===== config.mk =====
export PLATFORM = sky130hd
export DESIGN_NAME = link_boot_loader
export DESIGN_NICKNAME = d
export VERILOG_FILES = /design/src/rtl/link_boot_loader.sv
export SDC_FILE = /design/constraint.sdc
export NUM_CORES = 1
export LEC_CHECK = 0
export BUFFER_PORTS_ARGS = -buffer_cell sky130_fd_sc_hd__buf_2
export CAP_MARGIN = 10
export CORE_MARGIN = 2
export CORE_UTILIZATION = 49
export DETAILED_ROUTE_END_ITERATION = 8
export GPL_TIMING_DRIVEN = 0
export MAX_ROUTING_LAYER = met4
export PLACE_DENSITY = 0.77
export SYNTH_ARGS = -nofsm -noshare
export SYNTH_HDL_FRONTEND = slang
export SYNTH_SLANG_ARGS = --single-unit

===== constraint.sdc =====
create_clock -name clk -period 2 [get_ports clk]
set_input_delay 0.1 -clock clk [delete_from_list [all_inputs] [get_ports clk]]
set_output_delay 0.1 -clock clk [all_outputs]
set_load 0.02 [all_outputs]

===== src/rtl/link_boot_loader.sv =====
module link_boot_loader #(
  parameter int NLINK = 4,
  parameter logic [31:0] MEM_START = 32'h8000_0070,
  parameter logic [31:0] MAX_INT = 32'h7FFF_FFFF,
  localparam int LW = $clog2(NLINK)
) (
  input  logic                 clk,
  input  logic                 rst,
  input  logic                 start,
  input  logic                 rom_boot,
  input  logic [NLINK-1:0]     rx_valid,
  input  logic [8*NLINK-1:0]   rx_byte,
  output logic [NLINK-1:0]     rx_full,
  output logic [NLINK-1:0]     tx_valid,
  output logic [7:0]           tx_byte,
  output logic                 mem_req,
  output logic                 mem_we,
  output logic [31:0]          mem_addr,
  output logic [31:0]          mem_wdata,
  output logic [3:0]           mem_be,
  input  logic [31:0]          mem_rdata,
  output logic                 done,
  output logic                 from_rom,
  output logic                 low_pri,
  output logic [31:0]          boot_iptr,
  output logic [31:0]          boot_wptr,
  output logic [LW-1:0]        boot_link
);

  typedef enum logic [3:0] {
    S_IDLE, S_SAVE_RD, S_SAVE_WT, S_POLL, S_SCRATCH, S_RESTORE,
    S_GET_ADDR, S_GET_DATA, S_POKE, S_PEEK_RD, S_PEEK_WT, S_PEEK_TX,
    S_NEXT, S_LOAD, S_DONE
  } st_t;

  st_t            state;
  logic [LW-1:0]  ptr, sel;
  logic [7:0]     hold [NLINK];
  logic [NLINK-1:0] take;
  logic [7:0]     first, cnt, len;
  logic [31:0]    sh, addr_q, saved;

  wire [7:0]  cur       = hold[sel];
  wire [31:0] nsh       = {cur, sh[31:8]};
  wire [31:0] load_addr = MEM_START + {24'b0, cnt};
  wire [31:0] end_wptr  = (MEM_START + {24'b0, len} + 32'd3) & ~32'd3;
  wire        sel_full  = rx_full[sel];

  function automatic logic [LW-1:0] nxt(input logic [LW-1:0] p);
    return (p == LW'(NLINK - 1)) ? '0 : p + 1'b1;
  endfunction

  always_comb begin
    take = '0;
    if (state == S_POLL && rx_full[ptr]) take[ptr] = 1'b1;
    if ((state == S_GET_ADDR || state == S_GET_DATA || state == S_LOAD) && sel_full)
      take[sel] = 1'b1;
  end

  for (genvar i = 0; i < NLINK; i++) begin : g_rx
    always_ff @(posedge clk) begin
      if (rst) begin
        rx_full[i] <= 1'b0;
        hold[i]    <= '0;
      end else if (take[i]) begin
        rx_full[i] <= 1'b0;
      end else if (rx_valid[i]) begin
        rx_full[i] <= 1'b1;
        hold[i]    <= rx_byte[8*i +: 8];
      end
    end

    assert_no_overrun_R10: assert property (@(posedge clk) disable iff (rst)
      rx_valid[i] |-> !rx_full[i]);

    assert_locked_link_R6: assert property (@(posedge clk) disable iff (rst)
      (state == S_LOAD && rx_full[i] && sel != LW'(i)) |=> rx_full[i]);
  end

  always_ff @(posedge clk) begin
    if (rst) begin
      state <= S_IDLE;
      ptr <= '0; sel <= '0;
      first <= '0; cnt <= '0; len <= '0;
      sh <= '0; addr_q <= '0; saved <= '0;
      done <= 1'b0; from_rom <= 1'b0; low_pri <= 1'b0;
      boot_iptr <= '0; boot_wptr <= '0; boot_link <= '0;
    end else begin
      case (state)
        S_IDLE: if (start) begin
          ptr <= '0;
          if (rom_boot) begin
            state     <= S_DONE;
            done      <= 1'b1;
            from_rom  <= 1'b1;
            low_pri   <= 1'b1;
            boot_iptr <= MAX_INT - 32'd2;
            boot_wptr <= MEM_START;
            boot_link <= '0;
          end else state <= S_SAVE_RD;
        end
        S_SAVE_RD: state <= S_SAVE_WT;
        S_SAVE_WT: begin
          saved <= mem_rdata;
          state <= S_POLL;
        end
        S_POLL: if (rx_full[ptr]) begin
          sel   <= ptr;
          first <= hold[ptr];
          state <= S_SCRATCH;
        end else ptr <= nxt(ptr);
        S_SCRATCH: state <= S_RESTORE;
        S_RESTORE: begin
          cnt <= '0;
          len <= first;
          state <= (first >= 8'd2) ? S_LOAD : S_GET_ADDR;
        end
        S_GET_ADDR: if (sel_full) begin
          sh  <= nsh;
          cnt <= cnt + 8'd1;
          if (cnt == 8'd3) begin
            addr_q <= nsh;
            cnt    <= '0;
            state  <= (first == 8'd0) ? S_GET_DATA : S_PEEK_RD;
          end
        end
        S_GET_DATA: if (sel_full) begin
          sh  <= nsh;
          cnt <= cnt + 8'd1;
          if (cnt == 8'd3) state <= S_POKE;
        end
        S_POKE: state <= S_NEXT;
        S_PEEK_RD: state <= S_PEEK_WT;
        S_PEEK_WT: begin
          sh    <= mem_rdata;
          cnt   <= '0;
          state <= S_PEEK_TX;
        end
        S_PEEK_TX: begin
          sh  <= {8'b0, sh[31:8]};
          cnt <= cnt + 8'd1;
          if (cnt == 8'd3) state <= S_NEXT;
        end
        S_NEXT: begin
          ptr   <= nxt(sel);
          state <= S_SAVE_RD;
        end
        S_LOAD: if (sel_full) begin
          cnt <= cnt + 8'd1;
          if (cnt == len - 8'd1) begin
            state     <= S_DONE;
            done      <= 1'b1;
            from_rom  <= 1'b0;
            low_pri   <= 1'b1;
            boot_iptr <= MEM_START;
            boot_wptr <= end_wptr;
            boot_link <= sel;
          end
        end
        default: state <= S_DONE;
      endcase
    end
  end

  always_comb begin
    mem_req = 1'b0; mem_we = 1'b0; mem_addr = '0; mem_wdata = '0; mem_be = '0;
    tx_valid = '0;
    tx_byte  = sh[7:0];
    case (state)
      S_SAVE_RD: begin mem_req = 1'b1; mem_addr = MEM_START; end
      S_SCRATCH: begin
        mem_req = 1'b1; mem_we = 1'b1; mem_addr = MEM_START;
        mem_wdata = {24'b0, first}; mem_be = 4'b0001;
      end
      S_RESTORE: begin
        mem_req = 1'b1; mem_we = 1'b1; mem_addr = MEM_START;
        mem_wdata = saved; mem_be = 4'b1111;
      end
      S_POKE: begin
        mem_req = 1'b1; mem_we = 1'b1; mem_addr = addr_q & ~32'd3;
        mem_wdata = sh; mem_be = 4'b1111;
      end
      S_PEEK_RD: begin mem_req = 1'b1; mem_addr = addr_q & ~32'd3; end
      S_PEEK_TX: tx_valid[sel] = 1'b1;
      S_LOAD: if (sel_full) begin
        mem_req = 1'b1; mem_we = 1'b1; mem_addr = load_addr & ~32'd3;
        mem_wdata = {4{cur}}; mem_be = 4'b0001 << load_addr[1:0];
      end
      default: ;
    endcase
  end

  assert_reset_clears_R1: assert property (@(posedge clk)
    rst |=> (rx_full == '0 && !done));

  assert_single_tx_R4: assert property (@(posedge clk) disable iff (rst)
    $onehot0(tx_valid));

  assert_byte_enables_R5: assert property (@(posedge clk) disable iff (rst)
    (mem_req && mem_we) |-> (mem_be == 4'b1111 || $countones(mem_be) == 1));

  assert_done_sticky_R7: assert property (@(posedge clk) disable iff (rst)
    done |=> done);

  assert_rom_entry_R8: assert property (@(posedge clk) disable iff (rst)
    (state == S_IDLE && start && rom_boot) |=>
      (done && from_rom && boot_iptr == MAX_INT - 32'd2));

endmodule


==> After elaboration in Yosys (flattened, before gate mapping) <==
Memories as Yosys holds them, arrays and structs flattened. A register that Yosys moved wholly into a read port is not among the register bits.
Index checks and enable logic that the tools add are counted.
{ "totals": {"ff_bits": 192, "ramBits": 32, "in_bits": 72, "elab_cells": 188, "memories": 1} }
{ "memory_table": {"columns": ["memory", "words", "width", "rd", "rd_ports_with_merged_regs", "wr", "line", "source"], "rows": [
  ["hold", 4, 8, 2, 2, 4, "38", "logic [7:0] hold [NLINK];"]
]} }
{ "op_classes": {"n_addsub": 7, "n_lt_le_gt_ge": 5, "n_eq_ne": 30, "shift": 1, "n_mux": 91, "bitwise_logic": 5, "n_reduce_logical": 31} }
{ "ops": {"columns": ["op", "n"], "rows": [
  ["2-to-1 mux 32 bit", 11],
  ["one-hot mux 32 bit (3 select lines)", 2],
  ["one-hot mux 32 bit (2 select lines)", 2],
  ["one-hot mux 32 bit (4 select lines)", 1],
  ["adder 32 x 8 -> 32 bit, first input constant", 2],
  ["2-to-1 mux 4 bit", 16],
  ["2-to-1 mux 8 bit", 7],
  ["one-hot mux 4 bit (14 select lines)", 1],
  ["adder 32 x 2 -> 32 bit, second input constant", 1],
  ["one-hot mux 8 bit (4 select lines)", 1],
  ["2-to-1 mux 1 bit", 29],
  ["equality test 4 bit, second input constant", 6],
  ["2-to-1 mux 2 bit", 10],
  ["OR reduction 2 bit", 9],
  ["equality test 4 x 3 -> 1 bit, second input constant", 4],
  ["inequality test 2 bit, second input constant", 7],
  ["inequality test 2 x 1 -> 1 bit, second input constant", 6],
  ["one-hot mux 4 bit (3 select lines)", 1],
  ["AND reduction 3 bit", 3],
  ["AND reduction 9 bit", 1],
  ["adder 8 x 1 -> 8 bit, second input constant", 1],
  ["equality test 4 x 2 -> 1 bit, second input constant", 2],
  ["equality test 8 x 2 -> 1 bit, second input constant", 1],
  ["equality test 8 bit", 1],
  ["26 further kinds", 45]
]} }

==> Depth between registers and ports, before layout <==
Gate-level depths: netlist (run 1).
{ "logic_depth": {"depth_word": 11, "ltp_mapped": 10, "mapped_depth_nobuf": 8} }

==> Least setup slack after synthesis (run 1) <==
No wires, ideal clock.
{ "synth_path": {"kind": "flip-flop to flip-flop", "from": "register ptr[0]", "to": "memory hold[0][0], enable pin", "setup_time_ns": 0.326, "arrival_time_ns": 1.732, "required_ns": 1.674, "setup_slack_ns": -0.058, "path_stages_with_launch": 7, "path_buffers": 1, "synth_period_minus_slack_ns": 2.058, "cell_sequence": "dfxtp_1 buf_1 inv_1 ha_1 a22o_1 inv_1 a21o_1"} }
{ "synth_rtl": {"columns": ["item", "line", "source"], "rows": [
  ["from (decl)", "37", "logic [LW-1:0] ptr, sel;"],
  ["from (signal assigned)", "111", "end else ptr <= nxt(ptr);"],
  ["from (signal assigned)", "145", "ptr <= nxt(sel);"],
  ["to (decl)", "38", null]
]} }

==> Worst setup path in the final report (run 1) <==
{ "layout_path": {"from": "register sel[1]", "to": "output mem_wdata[29]"} }
{ "layout_via": {"elab_chain_cells": 4} }
{ "layout_rtl": {"columns": ["item", "line", "source"], "rows": [
  ["from (decl)", "37", null],
  ["from (signal assigned)", "108", "sel <= ptr;"],
  ["binary-select mux 1 bit (select 2 bit)", "47", "wire sel_full = rx_full[sel];"],
  ["2-to-1 mux 1 bit (implied by the code)", "47", null],
  ["2-to-1 mux 32 bit", "185", "S_LOAD: if (sel_full) begin"],
  ["one-hot mux 32 bit (4 select lines)", "169", "case (state)"],
  ["to (decl)", "19", "output logic [31:0] mem_wdata,"]
]} }
No other way between the ends. The select of a mux whose other input is x is not followed.

==> metrics.yaml, run 1 <==
status: "finished, violations left"
violations_in_the_final_reports: "DRC, setup timing"
synthesis.area_mm2: 0.00944
die_span_in_y_um: 143
grt_pass1_vias: 9275
grt_first_pass_wirelength_um: 51200
worst_hold_path_type: "in -> reg"
pin_count_of_the_biggest_net_entering_global_routing: 30
clockBufferDepth: 2
power.total_mw: 13.5
final.min_clock_period_ps: 2390
ffs_w_async_s_r_synth_pct: 0
final.period_utilization_pct: 119
fin_ws_ps: -390
detail_route.wl_per_cell_um: 24.5
netlist-cell-type-count: 69
count_of_flip_flops_with_a_built_in_enable_after_synthesis: 32
pwr_density_cell_mw_per_mm2: 934
std_cell_rows: 50
die_area_mm2: 0.0204
initial_utilization_pct: 50.1
cell_count_after_synthesis: 1038
detailed_place_hpwl_um: 21500
timing.critical_path.to_type: "primary output"
dr_total_vias: 10700
buffer_ports.inserted: 199
netlist.top_cell.by_area: "dfxtp_1"
viasPerCell: 6.36
final_nets: 1494
relSlewSlack_pct: 29.2
yosys-top-cells-area: "dfxtp_1, edfxtp_1, mux2i_1, buf_4, nand2_1"
setup_viol: 204
setup.worst_path.start_class: "register"
dieWidth_um: 143
hold_viol_final: 0
timing.setup.tns_ps: -34820
ys_ff_latch: 176
ports_placed_on_the_boundary: 227
antenna_violations_before_repair: 1
synth_largest_type_area_fraction_pct: 30.5
clk_latency_ps: 450
rsz0062_at_grt: "true"
drt_iter0_drc: 1590
critPathKind: "reg -> out"
slew_violations: 0
power_leakage_nw: 6.20
worst_path_max_fanout: 5
cts_tree: "yes"
vdd_ir_drop_max_mv: 0.744
seq_area_frac_synth_pct: 40.7
totalWireLength_um: 41100
cts_sinks: 176
finalWeightedCongestion: 0.965
hold_path_depth: 4
synthToLayoutAreaGrowth_pct: 53.3
sequential_cell_area_mm2: 0.00389
multi_input_comb_area_mm2: 0.00578
numCtsBuffers: 17
drt_drc_violations_left: 5
flop2flop_setup_slack_ps: -340
worstMarginPinSlew_ps: 1060
worst_path_required_ps: 1900
cts.root.buffer_cell: "clkbuf_16"
final.setup_skew_ps: 11.8
fill_cell_instance_count_of_the_final_layout: 1063
core_area_mm2: 0.0188
clk_pin_slew_worst_paths_ps: 70
ratio_of_cells_with_drive_above_1_in_the_final_layout_pct: 44.1
synth_commonest_cells: "dfxtp_1, nand2_1, nor2_1"
arrival_ps: 2290
htree_levels: 4
synthesis.area_per_instance_um2: 9.09
drtAntennaViolNets: 0
ys_dominant_reg_cell: "dfxtp_1"
achievable-frequency_mhz: 418
yosys.cell_count.top_type: "dfxtp_1"
maxCapViolations: 0
ys_warn_count: 0
grt-ovfl-total: 0
groute.usage.overall_pct: 33.9
detailedRoute.firstPassIterationCount: 9
worst_r2r_path_depth: 7
metal layers:
layer / GRT usage, % / wire length (um) / vias to the layer above
li1: - / - / 4347
met4: 15.4 / 3500 / 0
met2: 55.3 / 18500 / 1079
met5: - / 0 / -
met1: 40.1 / 13400 / 4886
met3: 7.85 / 5730 / 379
through the flow:
step / hold WS, ps / cells / worst slack (ps) / util (%) / instance area (um^2)
after floorplan: 236 / 1064 / -6.92 / - / 9570
after global placement: 360 / 1523 / -714 / 57.8 / 10900
after detailed placement: 364 / 1523 / -728 / 57.8 / 10900
after CTS: 116 / 1656 / -295 / 71.6 / 13500
after global routing: 165 / 1680 / -397 / 76.8 / 14500
final: 165 / 1680 / -390 / 76.8 / 14500
kinds of logic after synthesis:
family | after synthesis | synth area share, %
buffers and inverters | 165 | 9.52
flip-flops | 176 | 40.7
XOR/XNOR | 23 | 2.13
other | 1 | 0.0397
multiplexers | 77 | 10.6
adder cells (fa/ha/maj) | 16 | 2.12
AO/OA/AOI/OAI | 215 | 16.2
AND/OR/NAND/NOR | 365 | 18.7
layout by cell type (no fill, tap or decap), types with 14 or more instances in the layout:
cell and instances:
a211oi_2 25, a21oi_1 70, a221o_1 24, and2_1 39, and2_4 22, and3_4 14, buf_2 158, buf_4 111
buf_6 65, clkbuf_1 23, clkbuf_16 25, conb_1 27, dfxtp_1 124, dlygate4sd3_1 68, edfxtp_1 32, ha_1 14
inv_1 15, mux2i_1 55, mux4_2 18, nand2_1 122, nor2_1 51, nor2_4 31
worst max-delay path, cell delays in order, from the launching register on:
cell	delay [ps]
dfxtp_4	350
mux4_2	600
clkbuf_8	200
and3_4	220
a221o_1	320
buf_6	150
area by class of cell:
type	count	share of cell area (%)
Antenna cell	1	0.0173
Clock buffer	17	2.94
Timing Repair Buffer	336	19.0
Tap cell	260	2.25
Inverter	21	0.588
Buffer	131	7.42
Sequential cell	176	26.9
Clock inverter	15	1.01
Multi-Input combinational cell	723	39.9
report_power, final:
group          internal, mW  leakage (nW)  switching, mW
registers              3.97          1.53          0.465
clock network          1.75         0.278           1.56
logic                  2.57          4.39           3.20
total                  8.29          6.20           5.22
flip-flops by register name, summed over array words and instances, names as in the netlist, 3 cells and up, named ones only:
name       count
rx_full        4
saved         32
first          8
cnt            8
sh            32
addr_q        30
boot_wptr      7
hold          32
len            8
state          4
boot_iptr      3
repair_timing:
action / in CTS / in global routing
setup endpoints to repair: 230 / 241
cloned: 5 / 7
gates resized for setup: 311 / 188
hold buffers: 68 / 0
buffers inserted: 34 / 27
hold endpoints to repair: 68 / 0
pin swaps: 45 / 59
final timing paths:
| path | startpoint | to |
|---|---|---|
| max | sel[1] | mem_wdata[29] |
| min | start | boot_wptr[6] |
| max reg2reg | len[2] | boot_wptr[7] |
| min reg2reg | saved[4] | saved[4] |
(Power assumes the default switching activity.)
==> run 2, diff against run 1 <==
--- a/config.mk
+++ b/config.mk
@@ -8,11 +8,11 @@
 export BUFFER_PORTS_ARGS = -buffer_cell sky130_fd_sc_hd__buf_2
 export CAP_MARGIN = 10
 export CORE_MARGIN = 2
-export CORE_UTILIZATION = 49
+export CORE_UTILIZATION = 54
 export DETAILED_ROUTE_END_ITERATION = 8
 export GPL_TIMING_DRIVEN = 0
 export MAX_ROUTING_LAYER = met4
-export PLACE_DENSITY = 0.77
+export PLACE_DENSITY = 0.8
 export SYNTH_ARGS = -nofsm -noshare
 export SYNTH_HDL_FRONTEND = slang
 export SYNTH_SLANG_ARGS = --single-unit
==> constraint.sdc (replaced) <==
create_clock -name clk -period 2.3 [get_ports clk]
set_input_delay 0.115 -clock clk [delete_from_list [all_inputs] [get_ports clk]]
set_output_delay 0.115 -clock clk [all_outputs]
set_load 0.02 [all_outputs]
==> metrics.yaml, run 2 (same netlist as run 1, synthesis figures left out) <==
status: "finished, violations left"  # unchanged
violations_in_the_final_reports: "setup timing"  # was DRC, setup timing
power.total_mw: 10.2  # was 13.5 mW
power.share.clock_pct: 27.1  # was 24.5%
clockBufferDepth: 2  # unchanged
grt-ovfl-total: 0  # unchanged
antenna_violations_before_repair: 0  # was 1
achievable-frequency_mhz: 421
timing.critical_path.to_type: "primary output"  # unchanged
clk_pin_slew_worst_paths_ps: 60  # was 70 ps
cts_tree: "yes"  # unchanged
place_ws_ps: -499  # was -728 ps
most_used_cells_in_the_layout_excluding_fill_and_tap_cells: "buf_2, dfxtp_1, nand2_1, buf_4, nor2_1"  # was buf_2, dfxtp_1, nand2_1, buf_4, a21oi_1
pin_count_of_the_biggest_net_entering_global_routing: 30  # unchanged
pwr_density_cell_mw_per_mm2: 810  # was 934 mW/mm^2
numCtsBuffers: 17  # unchanged
critical_path.reg2reg.endpoint: "hold[3][5]"  # was boot_wptr[7]
std_cell_rows: 48  # was 50
synthToLayoutAreaGrowth_pct: 33.9  # was 53.3%
layout_commonest_cell: "buf_2"  # unchanged
critical_path.reg2reg.startpoint: "sel[0]"  # was len[2]
flop2flop_setup_slack_ps: 50  # was -340 ps
detailedRoute.firstPassIterationCount: 8  # was 9
grt_first_pass_wirelength_um: 47300  # was 51200 um
timing.setup.tns_ps: -1130  # was -34820 ps
groute.usage.overall_pct: 34.5  # was 33.9%
core_area_mm2: 0.0172  # was 0.0188 mm^2
initial_utilization_pct: 54.9  # was 50.1%
setup.worst_path.start_class: "register"  # unchanged
final.min_clock_period_ps: 2380
viasPerCell: 5.84  # was 6.36
detail_route.wl_per_cell_um: 19.8  # was 24.5 um
placed_area_mm2: 0.0108  # was 0.0109 mm^2
totalWireLength_um: 31600  # was 41100 um
diodes: 0  # was 1
final.period_utilization_pct: 103
clk_latency_ps: 450  # about the same
cts.root.buffer_cell: "clkbuf_16"  # unchanged
arrival_ps: 2260  # was 2290 ps
die_area_mm2: 0.0186  # was 0.0204 mm^2
relSlewSlack_pct: 39.8  # was 29.2%
dr_total_vias: 9316  # was 10700
vdd_ir_drop_max_mv: 0.617  # was 0.744 mV
final_area_mm2: 0.0126  # was 0.0145 mm^2
worst_r2r_path_depth: 8  # was 7
die_span_in_y_um: 136  # was 143 um
power_report.internal_total_mw: 6.41  # was 8.29 mW
drt_drc_violations_left: 0  # was 5
hold_end: "boot_wptr[6]"  # unchanged
net-switching-power_mw: 3.82  # was 5.22 mW
power.share.switching_pct: 37.4  # was 38.7%
drt_iter0_drc: 1034  # was 1590
fin_ws_ps: -78.1  # was -390 ps
hold_path_depth: 4  # unchanged
slew_violations: 0  # unchanged
htree_levels: 4  # unchanged
final.setup_skew_ps: 10.8  # was 11.8 ps
holdWs_ps: 142  # was 165 ps
final_nets: 1446  # was 1494
finalWeightedCongestion: 0.971  # was 0.965
hold_viol_final: 0  # unchanged
worstMarginPinSlew_ps: 902  # was 1060 ps
ports_placed_on_the_boundary: 227  # unchanged
combinationalPowerShare_pct: 36.0  # was 42.7%
worst_path_required_ps: 2180  # was 1900 ps
dieWidth_um: 136  # was 143 um
detailed_place_hpwl_um: 21200  # was 21500 um
cts_sinks: 176  # unchanged
min-delay-start: "start"  # unchanged
drtAntennaViolNets: 0  # unchanged
top_regs: "hold (32), saved (32), sh (32)"  # unchanged
buffer_ports.inserted: 199  # unchanged
critPathKind: "reg -> out"  # unchanged
maxCapViolations: 0  # unchanged
worst_hold_path_type: "in -> reg"  # unchanged
power_leakage_nw: 5.59  # was 6.20 nW
setup_viol: 23  # was 204
rsz0062_at_grt: "true"  # unchanged
ratio_of_cells_with_drive_above_1_in_the_final_layout_pct: 31.3  # was 44.1%
p_seq_share_pct: 36.9  # was 32.8%
worst_path_max_fanout: 6  # was 5
grt_pass1_vias: 8746  # was 9275
[run 2: layer usage]
layer | vias to the layer above | global-route usage [%] | part of all wire [%]
li1 | 4244 | - | -
met1 | 4354 | 42.7 | 38
met2 | 611 | 55.9 | 48
met3 | 107 | 6.34 | 10
met4 | 0 | 13.7 | 3.5
met5 | - | - | 0
[run 2: what timing repair did]
item | CTS | global route
pin swaps | 2 | 12
endpoints found under the setup margin | 187 | 160
resized for setup | 114 | 71
hold buffers | 68 | 0
buffers inserted | 8 | 3
endpoints found under the hold margin | 68 | 0
gates cloned | 1 | 0
[run 2: final cells by class]
type	instances	area, um^2
sequential	176	3860
multi-input combinational	723	4990
buffer	140	920
tap	225	282
fill	1266	4540
clock inverter	14	120
clock buffer	18	429
timing repair buffer	279	1950
inverter	21	82.6
[run 2: worst max path at each step]
stage                    endpoint  cells past startpoint       start  slack (ps)
global placement     mem_wdata[9]                      7    state[3]        -470
global route        mem_wdata[29]                      5      sel[1]        -110
finish              mem_wdata[10]                      5  rx_full[3]         -80
floorplan              hold[0][0]                      6      ptr[0]         240
CTS                 mem_wdata[31]                      5      sel[1]         -50
detailed placement   mem_wdata[9]                      7    state[3]        -500
[run 2: stage by stage]
step | cells | util [%]
6_report | 1596 | 73.6
5_1_grt | 1596 | 73.6
4_1_cts | 1593 | 72.3
3_5_place_dp | 1488 | 63.0
3_3_place_gp | 1488 | 63.0
2_1_floorplan | 1064 | -
[run 2: power groups by stage]
| stage | clock, mW | combinational, mW | sequential (mW) |
|---|---|---|---|
| floorplan | 0 | 2.24 | 3.73 |
| global placement | 0 | 3.11 | 3.79 |
| detailed placement | 0 | 3.14 | 3.81 |
| CTS | 2.75 | 3.44 | 3.75 |
| global route | 2.87 | 3.94 | 3.81 |
| finish | 2.77 | 3.69 | 3.78 |
[run 2: critical path, stage by stage (launching register included)]
cell	delay, ps
dfxtp_1	360
mux4_2	620
buf_8	180
and3_4	200
a221o_1	310
buf_6	150
==> run 3, diff against run 2 <==
==> config.mk (replaced) <==
export PLATFORM = sky130hd
export DESIGN_NAME = link_boot_loader
export DESIGN_NICKNAME = d
export VERILOG_FILES = /design/src/rtl/link_boot_loader.sv
export SDC_FILE = /design/constraint.sdc
export NUM_CORES = 1
export LEC_CHECK = 0
export CAP_MARGIN = 10
export CORE_MARGIN = 2
export CORE_UTILIZATION = 60
export DETAILED_ROUTE_END_ITERATION = 8
export DONT_BUFFER_PORTS = 1
export GPL_TIMING_DRIVEN = 0
export MAX_ROUTING_LAYER = met4
export PLACE_DENSITY = 0.76
export SYNTH_ARGS = -nofsm -noshare
export SYNTH_HDL_FRONTEND = slang
export SYNTH_SLANG_ARGS = --single-unit
==> metrics.yaml, run 3 (same netlist as run 1, synthesis figures left out) <==
initial_utilization_pct: 61.9  # was 54.9%
p_seq_share_pct: 36.4  # was 36.9%
arrival_ps: 2200  # was 2260 ps
pin_count_of_the_biggest_net_entering_global_routing: 30  # unchanged
viasPerCell: 6.18  # was 5.84
hold_viol_final: 0  # unchanged
setup_viol: 16  # was 23
detail_route.wl_per_cell_um: 21.7  # was 19.8 um
detailedRoute.firstPassIterationCount: 8  # unchanged
globalRouteMet1Util_pct: 44.0  # was 42.7%
antenna_violations_before_repair: 1  # was 0
worst_r2r_path_depth: 6  # was 8
slew_violations: 0  # unchanged
setup.worst_path.start_class: "register"  # unchanged
final.period_utilization_pct: 101  # was 103%
post_layout_nonfiller_instances: 1381  # was 1596
net-switching-power_mw: 3.73  # was 3.82 mW
core_area_mm2: 0.0153  # was 0.0172 mm^2
final_nets: 1244  # was 1446
pwr_density_cell_mw_per_mm2: 904  # was 810 mW/mm^2
buffer_ports.inserted: 0  # was 199
grt_first_pass_wirelength_um: 45300  # was 47300 um
die_span_in_y_um: 129  # was 136 um
worst_path_max_fanout: 6  # unchanged
global_route.usage.met3_pct: 9.25  # was 6.34%
maxCapViolations: 0  # unchanged
numCtsBuffers: 17  # unchanged
utilization_pct: 75.8  # was 73.6%
rsz0062_at_grt: "true"  # unchanged
placed_area_mm2: 0.00980  # was 0.0108 mm^2
grt-busiest-layer: "met2"  # unchanged
violations_in_the_final_reports: "setup timing"  # unchanged
clk_pin_slew_worst_paths_ps: 60  # about the same
drtAntennaViolNets: 0  # unchanged
grt-ovfl-total: 0  # unchanged
power.share.clock_pct: 31.7  # was 27.1%
power_report.internal_total_mw: 6.72  # was 6.41 mW
groute.usage.overall_pct: 36.9  # was 34.5%
post-place-cells: 1275  # was 1488
power.share.switching_pct: 35.7  # was 37.4%
synthToLayoutAreaGrowth_pct: 22.6  # was 33.9%
power_leakage_nw: 4.63  # was 5.59 nW
drt_iter0_drc: 1033  # was 1034
cts.root.buffer_cell: "clkbuf_16"  # unchanged
ports_placed_on_the_boundary: 227  # unchanged
dr_total_vias: 8528  # was 9316
layout_commonest_cell: "dfxtp_1"  # was buf_2
cts_sinks: 176  # unchanged
worstMarginPinSlew_ps: 1020  # was 902 ps
status: "finished, violations left"  # unchanged
detailed_place_hpwl_um: 20400  # was 21200 um
flop2flop_setup_slack_ps: 70  # was 50 ps
finalWeightedCongestion: 0.930  # was 0.971
dieWidth_um: 129  # was 136 um
std_cell_rows: 45  # was 48
place_ws_ps: -483  # was -499 ps
final.setup_skew_ps: 10.1  # was 10.8 ps
hold_path_depth: 3  # was 4
grt.met2_usage_pct: 58.1  # was 55.9%
die_area_mm2: 0.0167  # was 0.0186 mm^2
clk_latency_ps: 440  # was 450 ps
top_regs: "hold (32), saved (32), sh (32)"  # unchanged
power.total_mw: 10.5  # was 10.2 mW
fin_ws_ps: -19.2  # was -78.1 ps
combinationalPowerShare_pct: 31.9  # was 36.0%
critPathKind: "reg -> out"  # unchanged
vdd_ir_drop_max_mv: 0.651  # was 0.617 mV
timing.critical_path.to_type: "primary output"  # unchanged
worst_path_required_ps: 2180  # about the same
grt_pass1_vias: 8188  # was 8746
ratio_of_cells_with_drive_above_1_in_the_final_layout_pct: 20.2  # was 31.3%
worst_hold_path_type: "in -> reg"  # unchanged
final.min_clock_period_ps: 2320  # was 2380 ps
timing.setup.tns_ps: -165  # was -1130 ps
most_used_cells_in_the_layout_excluding_fill_and_tap_cells: "dfxtp_1, nand2_1, nor2_1, buf_4, a21oi_1"  # was buf_2, dfxtp_1, nand2_1, buf_4, nor2_1
final_area_mm2: 0.0116  # was 0.0126 mm^2
cts_tree: "yes"  # unchanged
drt_drc_violations_left: 0  # unchanged
totalWireLength_um: 30000  # was 31600 um
holdWs_ps: 11.2  # was 142 ps
htree_levels: 4  # unchanged
clockBufferDepth: 2  # unchanged
achievable-frequency_mhz: 431  # was 421 MHz
relSlewSlack_pct: 31.8  # was 39.8%
run 3: cell count changes in the layout (fill, tap and decap cells not counted), moves of 3 or more:
| cell | delta |
|---|---|
| o21ai_4 | +3 |
| buf_6 | -32 |
| buf_4 | -4 |
| o21ai_0 | -4 |
| dfxtp_1 | -5 |
| a211o_4 | +3 |
| buf_2 | -173 |
| clkbuf_4 | +3 |
| dfxtp_4 | +3 |
| a211o_1 | -3 |
| bufinv_16 | +5 |
| clkinvlp_4 | -3 |
run 3: layer usage:
| layer | routed length, um | vias up |
|---|---|---|
| met2 | 14200 | 534 |
| met4 | 1430 | 0 |
| met5 | 0 | - |
| li1 | - | 3844 |
| met1 | 11200 | 4050 |
| met3 | 3180 | 100 |
run 3: power by group through the flow:
stage	Clock (mW)	Sequential, mW	Combinational (mW)
after floorplan	0	3.73	2.24
after global placement	0	3.82	2.79
after detailed placement	0	3.84	2.82
after CTS	3.30	3.78	3.15
after global routing	3.45	3.84	3.56
final	3.31	3.81	3.33
run 3: path summary, 6_finish.rpt:
| kind | endpoint | startpoint |
|---|---|---|
| worst min register to register | saved[24] | saved[24] |
| worst max register to register | sh[6] | rx_full[3] |
| worst max-delay path | mem_wdata[8] | rx_full[3] |
| worst min-delay path | boot_wptr[6] | start |
run 3: final cells by class:
cell class | count | area [um^2]
Antenna cell | 1 | 2.50
Buffer | 139 | 895
Clock buffer | 17 | 425
Clock inverter | 15 | 239
Fill cell | 1114 | 3690
Inverter | 21 | 82.6
Multi-Input combinational cell | 723 | 5020
Sequential cell | 176 | 3870
Tap cell | 211 | 264
Timing Repair Buffer | 78 | 766
run 3: what timing repair did:
action	CTS	global route
gates cloned	1	0
hold buffers	69	0
endpoints found under the hold margin	101	0
setup buffers	5	3
endpoints found under the setup margin	190	195
resized for setup	83	52
pin swaps	5	4
run 3: worst max-delay path, stage by stage, from the launching register on:
cell,delay (ps)
dfxtp_4,380
mux4_2,610
buf_8,180
and3_4,190
a221o_1,390
